## src/rtl/pwm_deadtime3_pkg.sv

```systemverilog
package pwm_deadtime3_pkg;

    localparam int unsigned DT_CW  = 8;
    localparam int unsigned DT_NPH = 3;

    typedef logic [DT_CW-1:0] dt_cnt_t;

    typedef enum logic {
        DIR_UP = 1'b0,
        DIR_DN = 1'b1
    } dt_dir_e;

    typedef enum logic {
        NARROW_RESTART = 1'b0,
        NARROW_SHRINK  = 1'b1
    } narrow_mode_e;

    typedef struct packed {
        dt_cnt_t cnt;   // gap counter
        dt_dir_e dir;   // counting direction
        logic    open;  // gap finished, active side may drive
        logic    lvl;   // settled phase level
    } leg_state_t;

    // Up-count reaches the programmed width on this cycle.
    function automatic logic gap_reached(input dt_cnt_t cnt, input dt_cnt_t width);
        logic [DT_CW:0] nxt;
        nxt = {1'b0, cnt} + {{DT_CW{1'b0}}, 1'b1};
        return nxt >= {1'b0, width};
    endfunction

endpackage

```

## src/rtl/pwm_deadtime3_modereg.sv

```systemverilog
module pwm_deadtime3_modereg
    import pwm_deadtime3_pkg::*;
(
    input  logic         clk,
    input  logic         rst,
    input  logic         tmr_en,
    input  logic         wr,
    input  logic         wdata,
    output narrow_mode_e mode
);

    narrow_mode_e req;
    logic         accept;

    always_comb begin
        req    = narrow_mode_e'(wdata);
        // Running timer: only a write of the value already held gets through.
        accept = wr && (!tmr_en || (req == mode));
    end

    always_ff @(posedge clk) begin
        if (rst) begin
            mode <= NARROW_RESTART;
        end else if (accept) begin
            mode <= req;
        end
    end

endmodule

```

## src/rtl/pwm_deadtime3_leg.sv

```systemverilog
module pwm_deadtime3_leg
    import pwm_deadtime3_pkg::*;
(
    input  logic         clk,
    input  logic         rst,
    input  logic         tmr_en,
    input  logic         din,
    input  dt_cnt_t      width,
    input  narrow_mode_e mode,
    output logic         top,
    output logic         bot
);

    leg_state_t st, nx;
    logic       no_gap;

    assign no_gap = (width == '0);

    always_comb begin
        nx = st;
        if (!tmr_en) begin
            nx.cnt  = '0;
            nx.dir  = DIR_UP;
            nx.open = 1'b0;
            nx.lvl  = din;
        end else if (din != st.lvl) begin
            nx.lvl = din;
            if (no_gap) begin
                nx.open = 1'b1;
                nx.cnt  = '0;
                nx.dir  = DIR_UP;
            end else if (st.open || mode == NARROW_RESTART) begin
                nx.open = 1'b0;
                nx.cnt  = '0;
                nx.dir  = DIR_UP;
            end else begin
                // Shrink mode, edge inside a gap: turn the count around.
                nx.dir = (st.dir == DIR_UP) ? DIR_DN : DIR_UP;
            end
        end else if (!st.open) begin
            if (no_gap) begin
                nx.open = 1'b1;
                nx.cnt  = '0;
                nx.dir  = DIR_UP;
            end else if (st.dir == DIR_UP) begin
                if (gap_reached(st.cnt, width)) begin
                    nx.open = 1'b1;
                    nx.cnt  = '0;
                end else begin
                    nx.cnt = st.cnt + 1'b1;
                end
            end else begin
                if (st.cnt == '0) begin
                    nx.open = 1'b1;
                    nx.dir  = DIR_UP;
                end else begin
                    nx.cnt = st.cnt - 1'b1;
                end
            end
        end
    end

    always_ff @(posedge clk) begin
        if (rst) begin
            st  <= '{cnt: '0, dir: DIR_UP, open: 1'b0, lvl: din};
            top <= 1'b0;
            bot <= 1'b0;
        end else begin
            st  <= nx;
            top <= nx.open &  nx.lvl;
            bot <= nx.open & ~nx.lvl;
        end
    end

endmodule

```

## src/rtl/pwm_deadtime3.sv

```systemverilog
module pwm_deadtime3
    import pwm_deadtime3_pkg::*;
#(
    parameter int unsigned NPH = DT_NPH,
    parameter int unsigned CW  = DT_CW
) (
    input  logic           clk,
    input  logic           rst,
    input  logic           tmr_en,
    input  logic [NPH-1:0] phase_in,
    input  logic [CW-1:0]  dt_width,
    input  logic           mode_wr,
    input  logic           mode_wdata,
    output logic [NPH-1:0] gate_top,
    output logic [NPH-1:0] gate_bot
);

    narrow_mode_e mode_q;
    dt_cnt_t      width_c;

    assign width_c = dt_cnt_t'(dt_width);

    pwm_deadtime3_modereg u_mode (
        .clk   (clk),
        .rst   (rst),
        .tmr_en(tmr_en),
        .wr    (mode_wr),
        .wdata (mode_wdata),
        .mode  (mode_q)
    );

    for (genvar i = 0; i < NPH; i++) begin : g_leg
        pwm_deadtime3_leg u_leg (
            .clk   (clk),
            .rst   (rst),
            .tmr_en(tmr_en),
            .din   (phase_in[i]),
            .width (width_c),
            .mode  (mode_q),
            .top   (gate_top[i]),
            .bot   (gate_bot[i])
        );
    end

endmodule

```

## config.mk

```make
export PLATFORM = sky130hd
export DESIGN_NAME = pwm_deadtime3
export DESIGN_NICKNAME = d
export VERILOG_FILES = /design/src/rtl/pwm_deadtime3_pkg.sv /design/src/rtl/pwm_deadtime3_modereg.sv /design/src/rtl/pwm_deadtime3_leg.sv /design/src/rtl/pwm_deadtime3.sv
export SDC_FILE = /design/constraint.sdc
export NUM_CORES = 1
export LEC_CHECK = 0
export BUFFER_PORTS_ARGS = -buffer_cell sky130_fd_sc_hd__buf_2
export CORE_ASPECT_RATIO = 1.1
export CORE_MARGIN = 3
export CORE_UTILIZATION = 60
export CTS_CLUSTER_DIAMETER = 120
export DETAILED_ROUTE_END_ITERATION = 12
export PLACE_DENSITY = 0.77
export SYNTH_ARGS = -nofsm -noshare
export SYNTH_HDL_FRONTEND = slang
export SYNTH_HIERARCHICAL = 1
export SYNTH_SLANG_ARGS = --single-unit
```

## constraint.sdc

```tcl
create_clock -name clk -period 4.93 [get_ports clk]
set_input_delay 0.986 -clock clk [delete_from_list [all_inputs] [get_ports clk]]
set_output_delay 0.986 -clock clk [all_outputs]
set_load 0.02 [all_outputs]
```

==> flow_summary.toml, run 1 <==
[pwr]
vdd_drop_max_uv = 111.1
power_frac_seq = 0.463
clkPwrFrac = 0.387
combinationalPowerShare = 0.150
power.density_nw_per_um2 = 197.7
swShare = 0.2847
p_leak_uw = 0.001628
p_sw_uw = 208.2
intPower_uw = 522.9

[detailed_routing]
drc_errors = 0
wl_mm = 8.341
dr.pass1.iters = 4
viasPerCell = 6.210
vias = 3248
post_drt_wl_per_cell_um = 15.95
drtAntennaViolNets = 0
drt-initial-drc-count = 245

[timing]
rsz0062_at_grt = "false"
relSlewSlack = 0.5956
tns_ps = 0
setup_violations = 0
fmax_ghz = 0.3290
final_hold_viol_count = 0
drv_slew = 0
timing.final.crit_period_ps = 3040
worstMarginPinSlew_ps = 601.4
fin_skew_ps = 4.296
fin_crit_sh = 0.6166

[floorplanning]
dieHeight_um = 85.63
core_area_um2 = 5465
rows = 28
start_util = 0.6328
die_w_um = 78.39
die_area_um2 = 6712
pin_count = 22

[final_layout]
diodes = 0
nets = 496
drive_gt1_frac = 0.1451
final_common_cell = "nand2_1"
stdcell_area_um2 = 3697
syn2layout_area_growth_pct = 6.910
fill_cells = 481
postLayoutCoreUtil = 0.6765
final_cell_mix = "nand2_1, dfxtp_1, inv_1"

[grt]
grt_max_degree = 15
grt.total_usage = 0.2529
antenna_found_initial = 0
grt_pass1_wl_mm = 13.87
overflow = 0
grt_pass1_vias = 3046

[logic_synthesis]
yosysTopAreaCellShare = 0.2315
synth-edff-count = 0
ys_ff_latch = 40
ys.flop_type = "dfxtp_1"
synthArstFlopShare = 0
syn_inst = 437
yosys.area.top_type = "dfxtp_1"
netlist_area_um2 = 3458
synth_area_leaders = "dfxtp_1, ha_1, nand2_1"
synth_nets = 486
synth.distinct_cells = 42
syn_avg_cell_area_um2 = 7.914
yosysWarnings = 6
ys_seq_area_frac = 0.2315

[cts]
clock_path_buffers = 2
postCtsSetupBuffers = 0
clk_latency_ps = 300
holdBufCountCts = 0
ctsResizeCount = 0
numCtsBuffers = 5
cts_sinks = 40
path_clk_slew_ps = 80
cts_tree = "yes"
cts-root-buf = "clkbuf_8"
htree_levels = 2

[worst_setup_path]
worstSetupPathType = "reg -> reg"
start_kind = "register"
critPathRequiredTime_ps = 5180
critical_path_arrival_ps = 3290
critPathMaxFanout = 10
critPathCaptureType = "register"

[run_status]
outcome = "finished clean"

[placement]
dp_hpwl_mm = 6.303
port_buffers = 21
placed_cell_area_um2 = 3582
place_congestion = 0.9364

[job]
cap_violations = 0

[hold_path]
min_path_type = "reg -> reg"
-- cell type report --
class / count / area (um2) / share of cell area
sequential: 40 / 800.8 / 0.2166
tap: 75 / 93.84 / 0.02538
clock inverter: 3 / 46.29 / 0.01252
inverter: 39 / 146.4 / 0.03959
timing repair buffer: 21 / 105.1 / 0.02843
clock buffer: 5 / 68.82 / 0.01861
multi-input combinational: 340 / 2436 / 0.6589
-- path summary, 6_finish.rpt --
kind | from | to | slack [ps] | cells past startpoint
setup / recovery | g_leg[1].u_leg/st[3]$_SDFFE_PP0P_ | g_leg[1].u_leg/st[4]$_SDFFE_PP0P_ | 1890 | 10
hold / removal | g_leg[2].u_leg/st[0]$_DFF_P_ | g_leg[2].u_leg/bot$_SDFF_PP0_ | 560 | 1
hold reg to reg | g_leg[2].u_leg/st[0]$_DFF_P_ | g_leg[2].u_leg/bot$_SDFF_PP0_ | 560 | 1
setup reg to reg | g_leg[1].u_leg/st[3]$_SDFFE_PP0P_ | g_leg[1].u_leg/st[4]$_SDFFE_PP0P_ | 1890 | 10
-- cells in the mapped netlist, drive strengths merged, types with 9 or more instances --
master,n
a211oi,12
a21o,9
a21oi,15
and3,12
clkbuf,12
dfxtp,40
ha,33
inv,39
nand2,45
nand3,21
nor2,39
nor3,15
nor4,9
o21ai,10
o31ai,12
xnor2,9
xor2,18
-- per-stage QoR --
stage / std cells / hold slack [ps] / setup slack, ps / total power [uW]
after global placement: 515 / 538.2 / 2046 / 449.9
after floorplan: 437 / 468.3 / 2385 / 420.8
final: 523 / 556.7 / 1890 / 731.1
after CTS: 523 / 560.3 / 1938 / 731.8
after global routing: 523 / 598.9 / 1703 / 760.4
after detailed placement: 515 / 546.9 / 1955 / 452.8
-- worst max-delay path: stages, from the launching register on --
cell and delay [ps]:
dfxtp_1 510, ha_1 290, nand3_1 170, nor2_1 180, xor2_1 250, ha_1 290
and3_1 190, a21oi_1 150, nand3_2 230, a2111oi_0 570, a211o_1 160
-- per-layer routing --
layer,global-route usage,up-vias,share of wire
li1,-,1606,-
met1,0.3139,1518,0.44
met2,0.4486,109,0.50
met3,0.03887,15,0.046
met4,0.07949,0,0.018
met5,0,-,0
-- state kept, by name (all words and copies together), names as in the netlist --
signal and count:
g_leg.u_leg/bot 3, g_leg.u_leg/top 3, g_leg.u_leg/st 33, u_mode/mode 1
-- cells by family after synthesis --
group	share of synthesized area
AO/OA/AOI/OAI	0.2207
flip-flops	0.2315
buffers and inverters	0.06404
adder cells (fa/ha/maj)	0.1194
XOR/XNOR	0.06838
AND/OR/NAND/NOR	0.2959
-- power by group through the flow --
| stage | Clock, uW | Sequential (uW) | Combinational, uW |
|---|---|---|---|
| after detailed placement | 0 | 346 | 107 |
| after global placement | 0 | 346 | 104 |
| after global routing | 298 | 340 | 123 |
| after CTS | 286 | 338 | 108 |
| after floorplan | 0 | 341 | 79.8 |
| final | 283 | 338 | 110 |
Note: power is estimated with default switching activity, not from simulation.
==> inputs of run 2 (changes only) <==
CORE_UTILIZATION = 56   (was 60)
PLACE_DENSITY = 0.75   (was 0.77)
clock period = 2.58 ns   (was 4.93 ns; I/O delays follow)
==> flow_summary.toml, run 2 (synthesized netlist as in run 1, its figures left out) <==
[final_layout]
final_common_cell = "nand2_1"
regMostFlops = "g_leg.u_leg/st"
stdcell_area_um2 = 4101
final_cell_mix = "nand2_1, inv_1, buf_4"
syn2layout_area_growth_pct = 18.60
drive_gt1_frac = 0.2731
stdcell_count = 564
nets = 535
diodes = 0
fill_cells = 496
largest_reg_flops = 33
biggestRegsByFlops = "g_leg.u_leg/st (33), g_leg.u_leg/bot (3), g_leg.u_leg/top (3)"

[detailed_routing]
viasPerCell = 6.096
dr.pass1.iters = 4
drc_errors = 0
post_drt_wl_per_cell_um = 16.56
wl_mm = 9.339
drtAntennaViolNets = 0
vias = 3438
drt-initial-drc-count = 246

[timing]
setup_violations = 0
final_hold_viol_count = 0
fmax_ghz = 0.4020
fin_crit_sh = 0.9642
drv_slew = 0
rsz0062_at_grt = "true"
fin_skew_ps = 7.488
timing.final.crit_period_ps = 2488
worstMarginPinSlew_ps = 633.2
relSlewSlack = 0.5740

[cts]
cts_tree = "yes"
htree_levels = 2
clock_path_buffers = 2
cts_sinks = 40
numCtsBuffers = 5
clk_latency_ps = 300
cts-root-buf = "clkbuf_8"
path_clk_slew_ps = 90
holdBufCountCts = 0

[floorplanning]
start_util = 0.5883
die_w_um = 80.93
pin_count = 22
rows = 29
dieHeight_um = 88.42
die_area_um2 = 7155
core_area_um2 = 5878

[placement]
dp_cells = 551
port_buffers = 21
placed_cell_area_um2 = 3840
dp_hpwl_mm = 7.101
place_congestion = 0.8773

[worst_setup_path]
critPathMaxFanout = 5
cpPeakStageDelay_ps = 480
start_kind = "register"
crit_top_cell = "nand3_2"
critPathCaptureType = "register"
path_cells = "ha_2 > nand3_2 > nor2_2 > xor2_1 > ha_1 > and3_1 > a21oi_2 > nand3_2 > or4b_1 > a31oi_1"
critPathRequiredTime_ps = 2810
critical_path_arrival_ps = 2720
worstSetupPathType = "reg -> reg"
cp_slowest_cell = "or4b_1"

[job]
cap_violations = 0

[run_status]
outcome = "finished clean"

[grt]
grt-busiest-layer = "met2"
overflow = 0
grt_pass1_vias = 3321
grt.total_usage = 0.2731
grt_pass1_wl_mm = 15.48
use_met2 = 0.4810
grtUsageMet3 = 0.04379
antenna_found_initial = 0
grt_max_degree = 14
gr-usage-met1 = 0.3333

[hold_path]
min_path_type = "in -> reg"

[pwr]
vdd_drop_max_uv = 234.4
power.density_nw_per_um2 = 344.0
p_leak_uw = 0.001843
[run 2: changes by cell type in the layout (fill, tap and decap cells not counted), sizes merged]
cell / change
buf: +39
inv: -1
clkinv: +1
[run 2: repair_timing]
action                                  4_1_cts  5_1_grt
endpoints found under the setup margin        1       24
setup buffers                                 0        5
resized for setup                             1       38
pin swaps                                     0       21
[run 2: worst paths after layout]
kind,start,slack (ps),endpoint,cells after the start
worst max-delay path,g_leg[0].u_leg/st[3]$_SDFFE_PP0P_,90,g_leg[0].u_leg/st[6]$_SDFFE_PP0P_,10
worst min-delay path,phase_in[0],390,g_leg[0].u_leg/st[0]$_DFF_P_,1
worst min register to register,g_leg[1].u_leg/st[0]$_DFF_P_,540,g_leg[1].u_leg/bot$_SDFF_PP0_,1
worst max register to register,g_leg[0].u_leg/st[3]$_SDFFE_PP0P_,90,g_leg[0].u_leg/st[6]$_SDFFE_PP0P_,10
[run 2: routing by layer]
layer	share of wire	vias up
li1	-	1694
met1	0.43	1611
met3	0.046	22
met5	0	-
met2	0.50	111
met4	0.021	0
[run 2: area by class of cell]
| type | count | area [um2] | area share |
|---|---|---|---|
| clock buffer | 5 | 68.82 | 0.01678 |
| clock inverter | 3 | 42.54 | 0.01037 |
| inverter | 39 | 146.4 | 0.03569 |
| multi-input combinational | 340 | 2521 | 0.6147 |
| sequential | 40 | 828.3 | 0.2020 |
| tap | 77 | 96.34 | 0.02349 |
| timing repair buffer | 60 | 397.9 | 0.09701 |
[run 2: critical path, delay by kind of cell, from the launching register on]
family                     cells  cell delay [ps]
xor gates and xnor gates       1              200
and+or+nand+nor                5             1110
adders and majority gates      2              470
DFF                            1              350
AOI/OAI and AO/OA              2              290
[run 2: power breakdown]
part / leakage (uW) / total (uW) / switching [uW] / internal, uW
sequential: 0.000331 / 636 / 12.1 / 623
combinational: 0.00146 / 247 / 148 / 98.3
clock: 0.0000541 / 528 / 242 / 287
[run 2: through the flow]
stage | setup TNS, ps | setup slack (ps) | hold slack (ps) | power (uW) | utilization
5_1_grt | -107.8 | -56.84 | 381.5 | 1483 | 0.6977
3_5_place_dp | 0 | 33.05 | 542.0 | 887.5 | 0.6533
3_3_place_gp | 0 | 86.54 | 533.4 | 880.7 | 0.6533
2_1_floorplan | 0 | 50.86 | 468.3 | 804.1 | -
6_report | 0 | 92.37 | 389.3 | 1411 | 0.6977
4_1_cts | 0 | 37.92 | 382.4 | 1416 | 0.6724
